## src/rtl/rms_pkg.sv

```systemverilog
package rms_pkg;

    typedef enum logic [2:0] {
        OPK_ROTMASK,
        OPK_SHL,
        OPK_SHR,
        OPK_SRA,
        OPK_SEXTSHL
    } op_kind_e;

    typedef enum logic [1:0] {
        SRC_FULL,
        SRC_DUPWORD,
        SRC_SEXTWORD
    } src_sel_e;

endpackage

```

## src/rtl/rms_decode.sv

```systemverilog
module rms_decode
    import rms_pkg::*;
#(
    parameter int DW = 64,
    parameter int IW = 32
) (
    input  logic [$clog2(DW):0]   shamt,
    input  logic [IW-1:0]         insn_word,
    input  logic                  mode_word,
    input  logic                  mode_right,
    input  logic                  mode_arith,
    input  logic                  clr_msb_en,
    input  logic                  clr_lsb_en,
    input  logic                  sext_src,
    output op_kind_e              kind,
    output src_sel_e              src_sel,
    output logic [$clog2(DW)-1:0] rot_amt,
    output logic [$clog2(DW)-1:0] mask_beg,
    output logic [$clog2(DW)-1:0] mask_end,
    output logic                  mask_empty,
    output logic                  word_lane
);

    localparam int CW  = $clog2(DW);
    localparam int SW  = CW + 1;
    localparam int WFW = CW - 1;
    localparam logic [CW-1:0] HALF_POS = CW'(DW / 2);
    localparam logic [CW-1:0] LAST_POS = CW'(DW - 1);

    logic [WFW-1:0] fld_wbeg;
    logic [WFW-1:0] fld_wend;
    logic [CW-1:0]  fld_dw;
    logic [CW-1:0]  cnt;
    logic [CW-1:0]  cnt_neg;
    logic           over_w;
    logic           over_d;
    logic           over_sel;

    // mask fields: word begin/end, doubleword field with its top bit split off
    assign fld_wbeg = insn_word[2*CW-2:CW];
    assign fld_wend = insn_word[CW-1:1];
    assign fld_dw   = {insn_word[CW-1], fld_wbeg};

    assign cnt      = shamt[CW-1:0];
    assign cnt_neg  = ~cnt + CW'(1);
    assign over_w   = cnt[CW-1];
    assign over_d   = shamt[SW-1];
    assign over_sel = mode_word ? over_w : over_d;

    assign word_lane = mode_word && !sext_src;

    // mode priority: sign-extend, then masked rotate, then arithmetic, right, left
    always_comb begin
        if (sext_src)
            kind = OPK_SEXTSHL;
        else if (clr_msb_en || clr_lsb_en)
            kind = OPK_ROTMASK;
        else if (mode_arith)
            kind = OPK_SRA;
        else if (mode_right)
            kind = OPK_SHR;
        else
            kind = OPK_SHL;
    end

    always_comb begin
        if (sext_src)
            src_sel = SRC_SEXTWORD;
        else if (mode_word)
            src_sel = SRC_DUPWORD;
        else
            src_sel = SRC_FULL;
    end

    always_comb begin
        rot_amt    = cnt;
        mask_beg   = '0;
        mask_end   = LAST_POS;
        mask_empty = 1'b0;
        unique case (kind)
            OPK_ROTMASK: begin
                if (clr_msb_en)
                    mask_beg = mode_word ? {1'b1, fld_wbeg} : fld_dw;
                else
                    mask_beg = mode_word ? HALF_POS : '0;
                if (clr_lsb_en) begin
                    if (mode_word)
                        mask_end = {1'b1, fld_wend};
                    else if (clr_msb_en)
                        mask_end = ~cnt;
                    else
                        mask_end = fld_dw;
                end
            end
            OPK_SHL: begin
                mask_beg   = mode_word ? HALF_POS : '0;
                mask_end   = ~cnt;
                mask_empty = over_sel;
            end
            OPK_SHR, OPK_SRA: begin
                rot_amt    = cnt_neg;
                mask_beg   = mode_word ? {1'b1, cnt[WFW-1:0]} : cnt;
                mask_empty = over_sel;
            end
            OPK_SEXTSHL: begin
                mask_end = ~cnt;
            end
            default: begin
                mask_empty = 1'b1;
            end
        endcase
    end

endmodule

```

## src/rtl/rms_rotl.sv

```systemverilog
module rms_rotl #(
    parameter int DW = 64
) (
    input  logic [DW-1:0]         din,
    input  logic [$clog2(DW)-1:0] amt,
    output logic [DW-1:0]         dout
);

    localparam int CW = $clog2(DW);

    logic [DW-1:0] stage [CW+1];

    assign stage[0] = din;

    for (genvar s = 0; s < CW; s++) begin : g_stage
        localparam int STEP = 1 << s;
        assign stage[s+1] = amt[s]
            ? {stage[s][DW-1-STEP:0], stage[s][DW-1 -: STEP]}
            : stage[s];
    end

    assign dout = stage[CW];

endmodule

```

## src/rtl/rms_maskgen.sv

```systemverilog
module rms_maskgen #(
    parameter int DW = 64
) (
    input  logic [$clog2(DW)-1:0] mask_beg,
    input  logic [$clog2(DW)-1:0] mask_end,
    input  logic                  mask_empty,
    output logic [DW-1:0]         mask
);

    localparam int CW = $clog2(DW);

    logic [DW-1:0] ge_beg;
    logic [DW-1:0] le_end;
    logic          no_wrap;

    // bit i sits at big-endian position DW-1-i
    for (genvar i = 0; i < DW; i++) begin : g_bit
        localparam logic [CW-1:0] POS = CW'(DW - 1 - i);
        assign ge_beg[i] = (POS >= mask_beg);
        assign le_end[i] = (POS <= mask_end);
    end

    assign no_wrap = (mask_beg <= mask_end);

    always_comb begin
        if (mask_empty)
            mask = '0;
        else if (no_wrap)
            mask = ge_beg & le_end;
        else
            mask = ge_beg | le_end;
    end

endmodule

```

## src/rtl/rms_merge.sv

```systemverilog
module rms_merge
    import rms_pkg::*;
#(
    parameter int DW = 64
) (
    input  logic [DW-1:0] rot,
    input  logic [DW-1:0] mask,
    input  logic [DW-1:0] op_ins,
    input  op_kind_e      kind,
    input  logic          word_lane,
    input  logic          src_sign,
    output logic [DW-1:0] res,
    output logic          carry
);

    localparam int HW = DW / 2;
    localparam logic [DW-1:0] LOW_LANE = {{HW{1'b0}}, {HW{1'b1}}};

    logic [DW-1:0] fill;
    logic [DW-1:0] lost;

    always_comb begin
        unique case (kind)
            OPK_ROTMASK: fill = op_ins;
            OPK_SRA:     fill = {DW{src_sign}};
            default:     fill = '0;
        endcase
    end

    // bits rotated out of the kept window; word forms only look at the low lane
    assign lost  = rot & ~mask & (word_lane ? LOW_LANE : {DW{1'b1}});
    assign res   = (rot & mask) | (fill & ~mask);
    assign carry = (kind == OPK_SRA) && src_sign && (|lost);

endmodule

```

## src/rtl/rms_unit.sv

```systemverilog
module rms_unit
    import rms_pkg::*;
#(
    parameter int DW = 64,
    parameter int IW = 32
) (
    input  logic                clk,
    input  logic                rst_n,
    input  logic [DW-1:0]       op_src,
    input  logic [DW-1:0]       op_ins,
    input  logic [$clog2(DW):0] shamt,
    input  logic [IW-1:0]       insn_word,
    input  logic                mode_word,
    input  logic                mode_right,
    input  logic                mode_arith,
    input  logic                clr_msb_en,
    input  logic                clr_lsb_en,
    input  logic                sext_src,
    output logic [DW-1:0]       result,
    output logic                carry_out
);

    localparam int CW = $clog2(DW);
    localparam int HW = DW / 2;

    op_kind_e      kind;
    src_sel_e      src_sel;
    logic [CW-1:0] rot_amt;
    logic [CW-1:0] mask_beg;
    logic [CW-1:0] mask_end;
    logic          mask_empty;
    logic          word_lane;
    logic          src_sign;
    logic [DW-1:0] rot_in;
    logic [DW-1:0] rot_out;
    logic [DW-1:0] mask;
    logic [DW-1:0] res_d;
    logic          carry_d;

    rms_decode #(.DW(DW), .IW(IW)) u_decode (
        .shamt      (shamt),
        .insn_word  (insn_word),
        .mode_word  (mode_word),
        .mode_right (mode_right),
        .mode_arith (mode_arith),
        .clr_msb_en (clr_msb_en),
        .clr_lsb_en (clr_lsb_en),
        .sext_src   (sext_src),
        .kind       (kind),
        .src_sel    (src_sel),
        .rot_amt    (rot_amt),
        .mask_beg   (mask_beg),
        .mask_end   (mask_end),
        .mask_empty (mask_empty),
        .word_lane  (word_lane)
    );

    always_comb begin
        unique case (src_sel)
            SRC_DUPWORD:  rot_in = {op_src[HW-1:0], op_src[HW-1:0]};
            SRC_SEXTWORD: rot_in = {{HW{op_src[HW-1]}}, op_src[HW-1:0]};
            default:      rot_in = op_src;
        endcase
    end

    assign src_sign = word_lane ? op_src[HW-1] : op_src[DW-1];

    rms_rotl #(.DW(DW)) u_rotl (
        .din  (rot_in),
        .amt  (rot_amt),
        .dout (rot_out)
    );

    rms_maskgen #(.DW(DW)) u_maskgen (
        .mask_beg   (mask_beg),
        .mask_end   (mask_end),
        .mask_empty (mask_empty),
        .mask       (mask)
    );

    rms_merge #(.DW(DW)) u_merge (
        .rot       (rot_out),
        .mask      (mask),
        .op_ins    (op_ins),
        .kind      (kind),
        .word_lane (word_lane),
        .src_sign  (src_sign),
        .res       (res_d),
        .carry     (carry_d)
    );

    always_ff @(posedge clk or negedge rst_n) begin
        if (!rst_n) begin
            result    <= '0;
            carry_out <= 1'b0;
        end else begin
            result    <= res_d;
            carry_out <= carry_d;
        end
    end

endmodule

```

## config.mk

```make
export PLATFORM = sky130hd
export DESIGN_NAME = rms_unit
export DESIGN_NICKNAME = d
export VERILOG_FILES = /design/src/rtl/rms_pkg.sv /design/src/rtl/rms_decode.sv /design/src/rtl/rms_rotl.sv /design/src/rtl/rms_maskgen.sv /design/src/rtl/rms_merge.sv /design/src/rtl/rms_unit.sv
export SDC_FILE = /design/constraint.sdc
export NUM_CORES = 1
export LEC_CHECK = 0
export ABC_AREA = 1
export BUFFER_PORTS_ARGS = -buffer_cell sky130_fd_sc_hd__buf_2
export CORE_ASPECT_RATIO = 0.6
export CORE_UTILIZATION = 39
export DETAILED_ROUTE_END_ITERATION = 16
export PLACE_DENSITY = 0.6
export SYNTH_ARGS = -nofsm -noshare
export SYNTH_HDL_FRONTEND = slang
export SYNTH_HIERARCHICAL = 1
export SYNTH_SLANG_ARGS = --single-unit
export TNS_END_PERCENT = 5
```

## constraint.sdc

```tcl
create_clock -name clk -period 0.8 [get_ports clk]
set_input_delay 0.16 -clock clk [delete_from_list [all_inputs] [get_ports clk]]
set_output_delay 0.16 -clock clk [all_outputs]
set_load 0.005 [all_outputs]
```

Word level (Yosys, flattened, before mapping)
Cells that the tools add are included.

word-level totals
  output and inout port bits = 65
  input bits = 175
  memories = 0
  memory bits (read-only) = 0
  bits in registers = 65
  bits in latches = 0
  memory bits (writable) = 0

cells by class
  $mul = 0
  add/subtract/negate cells = 1
  multiplexer cells = 30
  equal/unequal tests = 6
  div/mod/pow operators = 0
  reduce and logical (&&, ||, !) cells = 11
  bitwise gates (word level) = 9
  shifts and indexed selects = 0
  $lt $le $gt $ge = 129

operators by type and width
  operator                                                                count
  64-bit two-way mux                                                      9
  64-bit AND                                                              5
  64-bit case mux with 2 select lines                                     2
  6-bit >= comparator (first input constant)                              32
  6-bit <= comparator (first input constant)                              32
  64-bit bitwise OR                                                       2
  5-bit by 6-bit >= comparator with 1-bit output (first input constant)   16
  5-bit by 6-bit <= comparator with 1-bit output (first input constant)   16
  64-bit NOT                                                              1
  64-bit OR reduction                                                     1
  4-bit by 6-bit >= comparator with 1-bit output (first input constant)   8
  4-bit by 6-bit <= comparator with 1-bit output (first input constant)   8
  6-bit two-way mux                                                       8
  3-bit by 6-bit >= comparator with 1-bit output (first input constant)   4
  3-bit by 6-bit <= comparator with 1-bit output (first input constant)   4
  6-bit case mux with 3 select lines                                      1
  1-bit by 6-bit >= comparator with 1-bit output (first input constant)   2
  2-bit by 6-bit >= comparator with 1-bit output (first input constant)   2
  1-bit by 6-bit <= comparator with 1-bit output (first input constant)   2
  2-bit by 6-bit <= comparator with 1-bit output (first input constant)   2
  6-bit case mux with 2 select lines                                      1
  3-bit two-way mux                                                       3
  6-bit by 1-bit adder with 6-bit output (second input constant)          1
  3-bit by 2-bit equality test with 1-bit output (second input constant)  2
  15 further kinds                                                        22

Longest topological paths before layout
  word-level depth = 17
  depth in mapped cells = 28
  gate-level depth less buffers = 26

Cells and area by module
Netlist, hierarchy kept.

by module, submodules not included
  module       seq. area each (µm²)  cells an instance  instances  area each (µm²)
  rms_rotl     0.0                   980                1          4461.8
  rms_maskgen  0.0                   588                1          2581.2
  rms_unit     1626.6                247                1          2384.8
  rms_merge    0.0                   407                1          1846.8
  rms_decode   0.0                   125                1          588.1

Worst setup path after synthesis
OpenSTA, ideal clock, no wires.

  path kind = input to register
  start = input port mode_arith
  end = register carry_out
  library setup time = 0.121 ns
  path slack = -1.938 ns
  arrival = 2.617 ns
  path buffers = 3
  stages on the path = 26
  data required time = 0.679 ns
  cell sequence = inv_1 > nand2_1 > inv_1 > nor2_4 > inv_2 > buf_6 > nand3_1 > inv_1 > buf_2 > ha_1 > nand2_1 > nor2_1 > nand2_1 > nand3_1 > nand2_1 > buf_2 > a21oi_1 > inv_1 > nand2_1 > nand2_1 > nor2_1 > nand2_1 > nor2_1 > nand2_1 > nand2_1 > a21oi_1

RTL lines
  element                                                                                       line                                  text
  from (decl)                                                                                   rms_unit.sv:15                        input logic mode_arith,
  3-bit two-way mux *                                                                           rms_decode.sv:58                      else if (mode_arith)
  3-bit two-way mux *                                                                           rms_decode.sv:56                      else if (clr_msb_en || clr_lsb_en)
  3-bit two-way mux *                                                                           rms_decode.sv:54                      if (sext_src)
  3-bit by 1-bit equality test with 1-bit output / 3-bit equality test (equally long branches)  rms_decode.sv:80                      unique case (kind)
  2-bit OR reduction (no line)                                                                  -
  6-bit case mux with 2 select lines *                                                          rms_decode.sv:80
  net mask_end[5]                                                                               rms_unit.sv:30                        logic [CW-1:0] mask_end;
  5-bit by 6-bit <= comparator with 1-bit output                                                rms_maskgen.sv:20                     assign le_end[i] = (POS <= mask_end);
  64-bit bitwise OR / 64-bit AND (equally long branches)                                        rms_maskgen.sv:31, rms_maskgen.sv:29
  64-bit two-way mux *                                                                          rms_maskgen.sv:28                     else if (no_wrap)
  64-bit two-way mux *                                                                          rms_maskgen.sv:26                     if (mask_empty)
  net mask[37]                                                                                  rms_unit.sv:36                        logic [DW-1:0] mask;
  64-bit NOT *                                                                                  rms_merge.sv:31                       assign lost = rot & ~mask & (word_lane ? LOW_LANE : {DW{1'b1}});
  64-bit AND * (2 in a row)                                                                     rms_merge.sv:31
  64-bit OR reduction *                                                                         rms_merge.sv:33                       assign carry = (kind == OPK_SRA) && src_sign && (|lost);
  1-bit logical AND *                                                                           rms_merge.sv:33
  net carry_d                                                                                   rms_unit.sv:38                        logic carry_d;
  to (signal assigned)                                                                          rms_unit.sv:98                        carry_out <= carry_d;
  to (decl)                                                                                     rms_unit.sv:20                        output logic carry_out

The timed path passes the listed nets; every way through them passes the cells marked *.

Final worst setup path
  start = input port sext_src
  end = register carry_out

RTL lines
  element                                         line              text
  from (decl)                                     rms_unit.sv:18    input logic sext_src,
  3-bit two-way mux *                             rms_decode.sv:54
  net kind[1]                                     rms_unit.sv:26    op_kind_e kind;
  3-bit by 2-bit equality test with 1-bit output  rms_decode.sv:80
  2-bit OR reduction *                            -
  6-bit two-way mux *                             rms_decode.sv:80
  net rot_amt[1]                                  rms_unit.sv:28    logic [CW-1:0] rot_amt;
  64-bit two-way mux * (5 in a row)               rms_rotl.sv:18    ? {stage[s][DW-1-STEP:0], stage[s][DW-1 -: STEP]}
  net rot_out[19]                                 rms_unit.sv:35    logic [DW-1:0] rot_out;
  64-bit AND * (2 in a row)                       rms_merge.sv:31
  64-bit OR reduction *                           rms_merge.sv:33
  1-bit logical AND *                             rms_merge.sv:33
  net carry_d                                     rms_unit.sv:38

Marked as above.

==> key figures <==
Run status
  • Outcome: finished, violations left
  • Failing checks: setup timing

Worst hold path
  • Hold Path Class: in -> reg
  • Hold Crit Depth: 3

CTS
  • Cts bufs inserted: 9
  • H-tree Lvls: 3
  • Root Buffer: clkbuf_16
  • Clock sinks: 65
  • Max clock buf depth: 2
  • CTS tree: built
  • Clk slew on worst S/H paths: 0.06 ns

Critical path
  • Crit path kind: in -> reg
  • Startpoint Class: input pin
  • Crit Path Max Fanout: 18
  • CP endpoint kind: flip-flop
  • Critical Path RT: 1.03 ns
  • Crit path DAT: approximately 3.2 ns

Global routing
  • Vias in the first global route: 17500
  • First-pass GRT wire length: ~110 mm
  • Largest net degree at the start of global routing: 38
  • Initial antenna violation count: 1
  • Gr usage total: between 40% and 50%
  • Total gr overflow: 0

Timing
  • Setup TNS: -124.13 ns
  • # setup viols final: 130
  • Final min period: ~3 ns
  • Rel. slew slack: approximately 45%
  • F_max: around 0.34 GHz
  • Final Hold Viols: 0
  • Slew Limit Fails: 0
  • Worst slew pin tran: around 0.8 ns
  • RSZ-0062 raised after global routing: true
  • PnR worst setup slack: -2.17 ns
  • Final Cycle Share: 372%

Routing
  • 1st-iter DRT viols: 3223
  • Drt pass-1 iters: 8
  • DRC Markers: 0
  • Vias: around 20000
  • DRT Wirelength: around 74 mm
  • Routed len/inst: ~22 um
  • Post-DRT Antenna Nets: 0
  • Vias per inst: between 5 and 6

Place
  • Placement Setup Slack: -2.67 ns
  • IO Port Bufs: between 200 and 250
  • DP HPWL: about 60 mm
  • Placer Congestion: ~1.2
  • DP Cell Count: ~3300

Floorplan
  • Row count: just under 50
  • Die Y: between 100 and 150 um
  • I/O Pins: 240
  • Die area: 31100 um^2
  • Starting Density: between 30% and 40%
  • Die X: approximately 230 um
  • Core box area: around 30000 um^2

Yosys
  • Syn avg cell area: slightly above 5 um^2
  • Sequential-to-total area share from yosys stat: a little over an eighth
  • Yosys warnings: 6
  • Ys async rst share: between 90% and 100%
  • Synth Net Count: 2531
  • Cell Area, Synth: 11900 um^2
  • Mapped Cells: 2347
  • Post-synth EDFFs: 0
  • Main synth FF type: dfrtp_1
  • Yosys reg bits: 65
  • Number of unique standard cell types used by synthesis: 32

Final layout
  • Share of cells above drive strength 1: roughly a third
  • Layout area overhead: 59.4%
  • Post-Layout Cell Count: 3384
  • Nets: around 3200

Power and ir drop
  • LEAKAGE: between 10 and 15 nW
  • Pwr Density: 1580 nW/um^2
  • Maximum vdd ir drop: around 1 mV

Run
  • Max-cap violations: 0
## cell usage after synthesis (2+ instances only)
cell | instances | area, um^2
o21ai_0 | 56 | 280
ha_1 | 9 | 113
inv_1 | 158 | 593
a31oi_1 | 60 | 375
buf_2 | 81 | 405
nor2_1 | 144 | 541
a21oi_1 | 81 | 405
nand4_1 | 9 | 56.3
o21bai_1 | 3 | 22.5
nand2_2 | 4 | 25.0
buf_1 | 6 | 22.5
clkbuf_1 | 14 | 52.6
buf_6 | 16 | 180
dfrtp_1 | 65 | 1630
nor2_2 | 2 | 12.5
or2_1 | 4 | 25.0
nor2_4 | 3 | 33.8
o21ai_1 | 8 | 40.0
or2_2 | 3 | 18.8
nand3_1 | 643 | 3220
buf_4 | 27 | 203
nand2_1 | 925 | 3470
nand3b_1 | 2 | 15.0
o21ai_2 | 3 | 26.3
inv_2 | 14 | 52.6
## critical path: stages
cell	delay (ns)
buf_6	0.10
buf_6	0.12
nor2_4	0.12
nand2_4	0.07
nor2_4	0.14
buf_12	0.13
nand2_2	0.05
o21ai_4	0.17
buf_12	0.18
buf_16	0.17
nand3_1	0.18
nand3_2	0.15
nand3_1	0.11
buf_4	0.18
nand3_1	0.08
nand2_1	0.16
nand2_1	0.12
nand2_2	0.11
nand2_1	0.09
nand4_1	0.16
nor2_1	0.16
nand2_1	0.10
nor2_1	0.11
a21oi_1	0.07
## flip-flops by register name, indices dropped and copies added, names as in the netlist
register,count
carry_out,1
result,64
## through the flow
| stage | power (mW) | util (%) | instance area, um^2 | hold slack [ns] |
|---|---|---|---|---|
| after CTS | 28.3 | 61.4 | 18400 | 0.0619 |
| after floorplan | 13.4 | - | 12200 | -0.136 |
| after global routing | 31.4 | 63.2 | 18900 | 0.0740 |
| after detailed placement | 22.9 | 56.9 | 17000 | 0.0235 |
| final | 29.9 | 63.2 | 18900 | 0.0700 |
| after global placement | 22.8 | 56.9 | 17000 | 0.0157 |
## area by class of cell
| cell class | instances | area (um^2) |
|---|---|---|
| Clock inverter | 6 | 67.6 |
| Fill cell | 2899 | 11000 |
| Tap cell | 408 | 510 |
| Sequential cell | 65 | 1630 |
| Clock buffer | 10 | 239 |
| Multi-Input combinational cell | 1964 | 9910 |
| Antenna cell | 1 | 2.50 |
| Timing Repair inverter | 1 | 8.76 |
| Inverter | 173 | 696 |
| Timing Repair Buffer | 756 | 5850 |
## timing repair
item | 4_1_cts | 5_1_grt
pin swaps | 14 | 13
hold buffers | 1 | 0
resized for setup | 158 | 85
endpoints found under the hold margin | 65 | 0
setup endpoints to repair | 130 | 130
setup buffers | 16 | 11
cloned | 8 | 2
## logic make-up after synthesis
kind of cell	count (synthesis)	synth area share (%)
compound gates	214	9.89
xor+xnor	1	0.0738
flops	65	13.7
buf+inv	318	12.8
simple gates	1740	62.6
fa+ha+maj	9	0.949
## final timing paths
check / from / end / slack, ns
worst max-delay path: sext_src / carry_out / -2.17
worst min-delay path: op_ins[24] / result[24] / 0.07
max in group asynchronous: rst_n / result[7] / 0.19
min in group asynchronous: rst_n / result[11] / 0.19
## cells in the final DEF, fill, tap and decap left out, types with 4 or more instances in the layout
cell type	count
nand3_1	526
buf_16	5
nor2_2	9
buf_12	38
buf_2	216
dfrtp_1	65
inv_2	16
a21oi_1	58
nor2_4	8
a31oi_1	57
nand4_1	9
nand2_2	42
buf_6	13
nand3_4	11
or2_1	4
inv_4	6
inv_1	147
nor2_1	132
nand2_1	880
clkbuf_16	11
o21ai_0	54
nand2_4	6
buf_4	479
ha_4	7
a21oi_2	22
nand3_2	106
o21ai_4	8
## layer usage
layer,vias to the layer above,wire length [um],GRT usage [%]
li1,8963,-,-
met1,9156,32100,67.0
met2,1674,25900,57.5
met3,180,14500,26.3
met4,2,1660,8.58
met5,-,94,2.26
## report_power, final
part           internal (mW)  total [mW]  switching [mW]
combinational           8.62        21.3            12.7
clock                   2.50        4.18            1.68
sequential              4.16        4.47           0.312
Power figures use the tool's default switching activity.
